[src/rtl/mqw_pkg.sv]
package mqw_pkg;

    localparam int MAX_QUEUES = 128;

    // Width of a pointer that walks a region of the given depth (never zero)
    function automatic int ptr_width(input int depth);
        return (depth > 1) ? $clog2(depth) : 1;
    endfunction

    // Width of a counter that can hold values 0..depth
    function automatic int cnt_width(input int depth);
        return $clog2(depth + 1);
    endfunction

endpackage

[src/rtl/mqw_sel_pipe.sv]
// Queue-change pipeline: a select taken at edge A becomes active at edge A+LAT-1,
// so the first write steered to the new queue is sampled at edge A+LAT.
module mqw_sel_pipe #(
    parameter int LAT = 4,
    parameter int QW  = 3
) (
    input  logic          clk,
    input  logic          rst_n,
    input  logic          sel_strobe,
    input  logic [QW-1:0] sel_addr,
    output logic [QW-1:0] active_q
);
    localparam int NSTG = (LAT > 1) ? LAT - 1 : 1;

    typedef struct packed {
        logic          vld;
        logic [QW-1:0] qid;
    } stage_t;

    typedef struct packed {
        stage_t [NSTG-1:0] stg;
        logic [QW-1:0]     act;
    } state_t;

    state_t st_d, st_q;

    always_comb begin
        st_d = st_q;
        st_d.stg[0].vld = sel_strobe;
        st_d.stg[0].qid = sel_addr;
        for (int i = 1; i < NSTG; i++) begin
            st_d.stg[i] = st_q.stg[i-1];
        end
        if (st_q.stg[NSTG-1].vld) begin
            st_d.act = st_q.stg[NSTG-1].qid;
        end
    end

    always_ff @(posedge clk or negedge rst_n) begin
        if (!rst_n) begin
            st_q <= '0;
        end else begin
            st_q <= st_d;
        end
    end

    assign active_q = st_q.act;

endmodule

[src/rtl/mqw_occupancy.sv]
// Per-queue pointers and fill counts; decides which writes and reads proceed.
module mqw_occupancy
    import mqw_pkg::*;
#(
    parameter int NQ    = 8,
    parameter int DEPTH = 4,
    parameter int QW    = 3,
    parameter int AW    = 5,
    parameter int CW    = cnt_width(DEPTH)
) (
    input  logic          clk,
    input  logic          rst_n,
    input  logic          wr_req,
    input  logic [QW-1:0] active_q,
    input  logic          rd_req,
    input  logic [QW-1:0] rd_q,
    output logic          wr_go,
    output logic [AW-1:0] wr_addr,
    output logic          rd_go,
    output logic [AW-1:0] rd_addr,
    output logic          act_full,
    output logic [CW-1:0] act_cnt
);
    localparam int PW = ptr_width(DEPTH);
    localparam logic [PW-1:0] PTR_LAST = PW'(DEPTH - 1);
    localparam logic [CW-1:0] CNT_FULL = CW'(DEPTH);

    typedef struct packed {
        logic [PW-1:0] wp;
        logic [PW-1:0] rp;
        logic [CW-1:0] cnt;
    } qstate_t;

    qstate_t [NQ-1:0] qs_d, qs_q;

    logic [NQ-1:0] inc_vec, dec_vec;

    // One-hot steering of the accepted write and read, one lane per queue
    for (genvar g = 0; g < NQ; g++) begin : g_lane
        assign inc_vec[g] = wr_go && (int'(active_q) == g);
        assign dec_vec[g] = rd_go && (int'(rd_q) == g);
    end

    always_comb begin
        act_cnt  = qs_q[active_q].cnt;
        act_full = (act_cnt == CNT_FULL);
        wr_go    = wr_req && !act_full;
        rd_go    = rd_req && (qs_q[rd_q].cnt != '0);
        wr_addr  = AW'(int'(active_q) * DEPTH + int'(qs_q[active_q].wp));
        rd_addr  = AW'(int'(rd_q) * DEPTH + int'(qs_q[rd_q].rp));
    end

    always_comb begin
        qs_d = qs_q;
        for (int i = 0; i < NQ; i++) begin
            if (inc_vec[i]) begin
                qs_d[i].wp = (qs_q[i].wp == PTR_LAST) ? '0 : qs_q[i].wp + 1'b1;
            end
            if (dec_vec[i]) begin
                qs_d[i].rp = (qs_q[i].rp == PTR_LAST) ? '0 : qs_q[i].rp + 1'b1;
            end
            case ({inc_vec[i], dec_vec[i]})
                2'b10:   qs_d[i].cnt = qs_q[i].cnt + 1'b1;
                2'b01:   qs_d[i].cnt = qs_q[i].cnt - 1'b1;
                default: qs_d[i].cnt = qs_q[i].cnt;
            endcase
        end
    end

    always_ff @(posedge clk or negedge rst_n) begin
        if (!rst_n) begin
            qs_q <= '0;
        end else begin
            qs_q <= qs_d;
        end
    end

endmodule

[src/rtl/mqw_store.sv]
// Shared word array with one write and one registered read.
module mqw_store #(
    parameter int DW      = 16,
    parameter int ENTRIES = 32,
    parameter int AW      = 5
) (
    input  logic          clk,
    input  logic          rst_n,
    input  logic          we,
    input  logic [AW-1:0] waddr,
    input  logic [DW-1:0] wdata,
    input  logic          re,
    input  logic [AW-1:0] raddr,
    output logic [DW-1:0] rdata,
    output logic          rvalid
);
    typedef struct packed {
        logic [DW-1:0] data;
        logic          vld;
    } rd_state_t;

    logic [DW-1:0] mem [ENTRIES];
    rd_state_t     rs_d, rs_q;

    always_ff @(posedge clk) begin
        if (we) begin
            mem[waddr] <= wdata;
        end
    end

    always_comb begin
        rs_d     = rs_q;
        rs_d.vld = re;
        if (re) begin
            rs_d.data = mem[raddr];
        end
    end

    always_ff @(posedge clk or negedge rst_n) begin
        if (!rst_n) begin
            rs_q <= '0;
        end else begin
            rs_q <= rs_d;
        end
    end

    assign rdata  = rs_q.data;
    assign rvalid = rs_q.vld;

endmodule

[src/rtl/mqw_write_port.sv]
module mqw_write_port
    import mqw_pkg::*;
#(
    parameter int NUM_QUEUES = 8,
    parameter int DEPTH      = 4,
    parameter int DATA_W     = 16,
    parameter int SWITCH_LAT = 4,
    parameter int QW         = (NUM_QUEUES > 1) ? $clog2(NUM_QUEUES) : 1
) (
    input  logic              clk,
    input  logic              rst_n,
    input  logic [DATA_W-1:0] wr_data,
    input  logic              wr_en_n,
    input  logic              sel_strobe,
    input  logic [QW-1:0]     sel_addr,
    output logic              full_flag,
    input  logic              rd_req,
    input  logic [QW-1:0]     rd_q,
    output logic [DATA_W-1:0] rd_data,
    output logic              rd_valid
);
    localparam int ENTRIES = NUM_QUEUES * DEPTH;
    localparam int AW      = (ENTRIES > 1) ? $clog2(ENTRIES) : 1;
    localparam int CW      = cnt_width(DEPTH);

    logic [QW-1:0] active_q;
    logic [CW-1:0] act_cnt;
    logic          wr_go, rd_go;
    logic [AW-1:0] wr_addr, rd_addr;

    mqw_sel_pipe #(
        .LAT (SWITCH_LAT),
        .QW  (QW)
    ) u_sel (
        .clk        (clk),
        .rst_n      (rst_n),
        .sel_strobe (sel_strobe),
        .sel_addr   (sel_addr),
        .active_q   (active_q)
    );

    mqw_occupancy #(
        .NQ    (NUM_QUEUES),
        .DEPTH (DEPTH),
        .QW    (QW),
        .AW    (AW),
        .CW    (CW)
    ) u_occ (
        .clk      (clk),
        .rst_n    (rst_n),
        .wr_req   (!wr_en_n),
        .active_q (active_q),
        .rd_req   (rd_req),
        .rd_q     (rd_q),
        .wr_go    (wr_go),
        .wr_addr  (wr_addr),
        .rd_go    (rd_go),
        .rd_addr  (rd_addr),
        .act_full (full_flag),
        .act_cnt  (act_cnt)
    );

    mqw_store #(
        .DW      (DATA_W),
        .ENTRIES (ENTRIES),
        .AW      (AW)
    ) u_mem (
        .clk    (clk),
        .rst_n  (rst_n),
        .we     (wr_go),
        .waddr  (wr_addr),
        .wdata  (wr_data),
        .re     (rd_go),
        .raddr  (rd_addr),
        .rdata  (rd_data),
        .rvalid (rd_valid)
    );

endmodule

[config.mk]
export PLATFORM = sky130hd
export DESIGN_NAME = mqw_write_port
export DESIGN_NICKNAME = d
export VERILOG_FILES = /design/src/rtl/mqw_pkg.sv /design/src/rtl/mqw_sel_pipe.sv /design/src/rtl/mqw_occupancy.sv /design/src/rtl/mqw_store.sv /design/src/rtl/mqw_write_port.sv
export SDC_FILE = /design/constraint.sdc
export NUM_CORES = 1
export LEC_CHECK = 0
export ABC_CLOCK_PERIOD_IN_PS = 4700
export BUFFER_PORTS_ARGS = -buffer_cell sky130_fd_sc_hd__buf_2
export CORE_MARGIN = 1
export CORE_UTILIZATION = 66
export DETAILED_ROUTE_END_ITERATION = 16
export PLACE_DENSITY = 0.87
export SLEW_MARGIN = 30
export SYNTH_ARGS = -nofsm -noshare
export SYNTH_HDL_FRONTEND = slang
export SYNTH_SLANG_ARGS = --single-unit
[constraint.sdc]
create_clock -name clk -period 4.7 [get_ports clk]
set_input_delay 0.94 -clock clk [delete_from_list [all_inputs] [get_ports clk]]
set_output_delay 0.94 -clock clk [all_outputs]
set_load 0.05 [all_outputs]
# After elaboration in Yosys (flattened, before gate mapping)
# Memories as Yosys holds them, arrays and structs flattened. A register that Yosys moved wholly into a read port is not among the register bits.
# Cells that the tools add are included.
# W data, S select, Z words.
[op_classes]
addsub = 34
n_lt_le_gt_ge = 2
eq_ne = 47
muxes = 30
reduce_logical = 32
[ops]
columns = ["cell", "n"]
rows = [
  ["$eq A2 B2 Y1 const B", 24],
  ["$pmux W3 S2", 8],
  ["$bmux W7 S3", 2],
  ["$add A2 B1 Y2 const B", 16],
  ["$mux W2", 16],
  ["$eq A3 B3 Y1 const B", 9],
  ["$add A3 B1 Y3 const B", 8],
  ["$sub A3 B1 Y3 const B", 8],
  ["$logic_and A1 B1 Y1", 18],
  ["$eq A2 B1 Y1 const B", 8],
  ["$reduce_bool A2 Y1", 8],
  ["$eq A3 B2 Y1 const B", 4],
  ["$add A5 B2 Y5", 2],
  ["$lt A3 B4 Y1 const B", 2],
  ["$mux W7", 1],
  ["$eq A3 B1 Y1 const B", 2],
  ["$logic_not A3 Y1", 2],
  ["$mux W5", 1],
  ["$logic_not A1 Y1", 3],
  ["$reduce_bool A3 Y1", 1],
  ["$mux W1", 2],
]
[word_totals]
regBits = 72
ram_bits = 512
wordCells = 178
memories = 1
[memory_table]
columns = ["memory", "depth", "width", "rd", "rd_ports_with_merged_regs", "wr", "line", "text"]
rows = [
  ["u_mem.mem", 32, 16, 1, 1, 1, "mqw_store.sv:22", "logic [DW-1:0] mem [ENTRIES];"],
]

# Depth between registers and ports, before layout
[logic_depth]
word_depth = 8
mapped_depth = 14
depth_no_buf = 11

# By module
# Synthesis repeated with hierarchy kept, for this count alone.
[hier_totals]
cells_unflattened = 1475
area_unflattened_um2 = 24867.6
[by_module_without_submodules]
columns = ["module", "n_inst", "cells_per_inst", "area_each_um2", "seq_area_each_um2"]
rows = [
  ["mqw_store", 1, 1128, 20633.5, 15800.2],
  ["mqw_occupancy", 1, 325, 3798.6, 1401.3],
  ["mqw_sel_pipe", 1, 21, 431.7, 375.4],
  ["mqw_write_port", 1, 1, 3.8, 0.0],
]

# Least setup slack after synthesis
# Ideal clock, no wire load.
[synth_path]
path_type = "input -> register"
startpoint = "input port rd_q[0]"
endpoint = "register u_occ.qs_q[23] (netlist bit)"
setup_time_ns = 0.079
arrival_time_ns = 3.462
required_ns = 4.621
setup_slack_ns = 1.159
cell_stages = 14
n_path_buf = 3
path_cell_list = "buf_2 nor2_1 o31a_1 o211ai_2 or2_0 clkbuf_1 inv_1 clkbuf_1 ha_1 inv_1 fa_1 xor2_1 nor2_1 xor2_1"
[synth_between]
elab_chain_cells = 7
elab_cells_between_ends = 10
cone_classes = "3 x eq/ne; 3 x mux; 4 x reduce/logical"
[synth_rtl]
columns = ["item", "line", "text"]
rows = [
  ["start, declared", "mqw_write_port.sv:18", "input logic [QW-1:0] rd_q,"],
  ["$bmux W7 S3", "mqw_occupancy.sv:48", "rd_go = rd_req && (qs_q[rd_q].cnt != '0);"],
  ["$mux W5 (not written as such)", "mqw_occupancy.sv:48", ""],
  ["$reduce_bool A3 Y1", "mqw_occupancy.sv:48", ""],
  ["$logic_and A1 B1 Y1", "mqw_occupancy.sv:48", ""],
  ["$logic_and A1 B1 Y1 (*)", "mqw_occupancy.sv:41", "assign dec_vec[g] = rd_go && (int'(rd_q) == g);"],
  ["net u_occ.dec_vec[3]", "mqw_occupancy.sv:36", "logic [NQ-1:0] inc_vec, dec_vec;"],
  ["$eq A2 B1 Y1 / $eq A2 B2 Y1 (equally long branches)", "mqw_occupancy.sv:62", "case ({inc_vec[i], dec_vec[i]})"],
  ["$pmux W3 S2 / $reduce_bool A2 Y1 (equally long branches)", "n/a", ""],
  ["end signal, assigned", "mqw_occupancy.sv:74", "qs_q <= qs_d;"],
  ["end, declared", "mqw_occupancy.sv:34", "qstate_t [NQ-1:0] qs_d, qs_q;"],
]
# Mark *: on every way through the listed nets, which the timed path passes. The rest lies on a longest branch. The select of a mux whose other input is x is not followed.
# A chain may end at the register's enable or synchronous reset.

# Worst setup path in the final report
[layout_path]
startpoint = "register u_sel.st_q, in the netlist u_sel.active_q[1]"
endpoint = "output port full_flag"
[layout_between]
elab_chain_cells = 3
[layout_rtl]
columns = ["item", "line", "text"]
rows = [
  ["start, declared", "mqw_sel_pipe.sv:25", "state_t st_d, st_q;"],
  ["start signal, assigned", "mqw_sel_pipe.sv:43", "st_q <= st_d;"],
  ["$bmux W7 S3", "mqw_occupancy.sv:45", "act_cnt = qs_q[active_q].cnt;"],
  ["$mux W7 (not written as such)", "mqw_occupancy.sv:45", ""],
  ["$eq A3 B3 Y1", "mqw_occupancy.sv:46", "act_full = (act_cnt == CNT_FULL);"],
  ["end, declared", "mqw_write_port.sv:16", "output logic full_flag,"],
]
# Every way passes these cells. The select of a mux whose other input is x is not followed.

==> results.txt <==
HP Class: reg2reg
Mapped Area: 24100 um^2
Non-Filler Instances: 2019
Largest net degree at the start of global routing: 64
Most instantiated cells after synthesis: edfxtp_1 (512), nand2_1 (142), dfrtp_1 (88)
Layout cells sized above 1: 20.3%
Cell with the most instances after synthesis: edfxtp_1
FF-to-FF Start: u_sel.active_q[1]
PortBufs: 44
Setup CP Type: reg2out
Total grt overflow: 0
Global placer's final weighted congestion: 0.879
Final hold slack: 0.351 ns
Initial DRC count: 2022
Period utilisation layout: 77.0%
Synthesized instance count: 1416
Final HPWL DP: 35100 um
Final Hold Fails: 0
Global-route wire length before repair: 89400 um
Register area share after synthesis: 73.1%
Finished Core Util: 75.4%
Register Area: 17600 um^2
Cts-stage hold buffer count: 0
CP Launch Point: u_sel.active_q[1]
Fin. max-slew vios: 0
FMAX: 0.276 GHz
Die Y: 193 um
Core Area: 35700 um^2
Setup crit start kind: flip-flop
Vias/cell: 7.03
RSZ-0062 raised after global routing: no
Placed cells: 1915
Worst path required time: 3.76 ns
Syn Area/Cell: 17.0 um^2
Die area: 37200 um^2
Post-synth ARST share: 14.7%
Initial Utilization: 67.3%
Synth area leaders: edfxtp_1 (64%), dfrtp_1 (9.2%), mux4_2 (6.6%)
GRT Util Overall: 34.0%
Flop and latch count out of synthesis: 600
LEAKAGE: 9.61 nW
Vias in the first global route: 14284
Post-Route Skew: 0.0271 ns
Antenna viol nets, final: 0
Worst-Margin Slew: 0.855 ns
PD cells: 553 nW/um^2
Post-CTS Setup Inserts: 0
Minimum clock period: 3.62 ns
CTS clk-pin slew, worst paths: 0.06 ns
Pre-Repair DR Iteration Count: 12
CTS tree: yes
WL/cell: 30.4 um
WL final: 61300 um
WP data arrival: 2.68 ns
Setup TNS: 0 ns
Leading area contributor after synthesis: edfxtp_1
Total of max-cap violations: 0
VDD IR max: 441 uV
Final nets: 1570
Initial antenna violation count: 0
N_diodes: 0
Share of Yosys cell area claimed by the top area cell type: 63.9%
YS warnings: 0
Max FO, Critical Path: 18
Status: finished with violations
Worst Hold Launch: u_sel.st_d[14]
CTS max path bufs: 3
Synthesized Nets: 1475
Vias: 14193
CTS H-tree lvls: 2
Element type at the critical path end: primary output
Area Overhead vs Synth: 12.1%
CTS root buf: clkbuf_16
Slew margin rel.: 42.9%
Gates resized, CTS repair: 0
Total CTS buffers: 55
Worst-skew pair later-pin latency: 0.61 ns
Top_reg_cell synth: edfxtp_1
CTS Sinks: 600
Number of flops mapped to enable cells by yosys: 512
Failing checks: design-rule violations
Filler Cell Count: 1882
Post-route DRC: 2
IO Pins: 45
Area of the multi-input gates: 5970 um^2
Die width: 193 um
Total Power: 14.9 mW
Row count: 69
# setup viols final: 0
Netlist cell types: 58
==> per-stage QoR <==
stage          instance area, um^2  setup WS [ns]
2_1_floorplan                24100           1.16
3_3_place_gp                 25000          0.656
3_5_place_dp                 25000          0.559
4_1_cts                      27000           1.07
5_1_grt                      27000          0.980
6_report                     27000           1.08
==> critical path, cell delays in order (launching register included) <==
cell and delay (ns):
dfrtp_1 0.63, nor4b_1 0.70, a311oi_1 0.12, a21oi_1 0.21
mux2_2 0.17, buf_2 0.25
==> sequential cells by signal, indices dropped and copies added, names as in the netlist <==
register	count
u_mem.mem	512
u_sel.st_q	4
u_sel.active_q	3
u_mem.rdata	16
u_sel.st_d	8
u_occ.qs_q	56
u_mem.rvalid	1
==> worst paths after layout <==
| kind | cells after the start | to | slack (ns) |
|---|---|---|---|
| max in group asynchronous | 2 | u_mem.rdata[2] | 3.33 |
| worst max register to register | 7 | u_mem.mem[24][12] | 1.14 |
| min in group asynchronous | 1 | u_occ.qs_q[27] | 0.43 |
| worst min register to register | 0 | u_sel.st_q[14] | 0.35 |
| worst min-delay path | 0 | u_sel.st_q[14] | 0.35 |
| worst max-delay path | 5 | full_flag | 1.08 |
==> routing by layer <==
metal  global-route usage [%]  vias to the layer above  part of all wire, %
met3                     7.71                      234                   12
li1                         -                     5729                    -
met1                     42.6                     7051                   34
met2                     56.2                     1179                   49
met4                     17.0                        0                  5.3
met5                        0                        -                    0
==> layout make-up <==
class,count,share of cell area (%)
clock buffers,64,5.49
clock inverters,40,1.78
inverters,32,0.445
multi-input cells,713,22.1
flip-flops and latches,600,65.2
well taps,461,2.14
repair buffers,109,2.82
==> power breakdown <==
part	switching, mW	internal, mW	total, mW
Sequential	0.375	6.23	6.61
Clock	2.00	2.81	4.81
Combinational	2.15	1.33	3.48
Total	4.52	10.4	14.9
==> kinds of logic (layout without fill, tap and decap cells) <==
kind of cell,after synthesis,after routing,synth area share (%)
AND/OR/NAND/NOR,362,362,7.10
buffers and inverters,103,245,2.15
flip-flops,600,600,73.1
adder cells (fa/ha/maj),32,32,1.91
XOR/XNOR,24,24,0.874
AO/OA/AOI/OAI,146,146,4.87
multiplexers,149,149,10.0
==> cells in the final DEF (no fill, tap or decap), types with 6 or more instances in the layout <==
master and count:
a311oi_1 17, and2_1 10, buf_2 43, fa_1 8
inv_1 32, clkinv_2 14, nor3_1 31, nor4_1 8
buf_4 62, ha_1 24, mux4_2 70, bufinv_16 10
nor2_1 57, a221oi_2 6, nand3_1 55, xnor2_1 8
and3_1 25, mux2_2 32, nand4_1 11, dfrtp_1 88
clkinv_1 12, nand2_1 141, a21o_1 10, xor2_1 16
a211oi_1 34, clkbuf_16 56, mux2i_1 44, edfxtp_1 512
a22oi_1 17, a31oi_1 22, a22o_1 13
(Power assumes the default switching activity.)
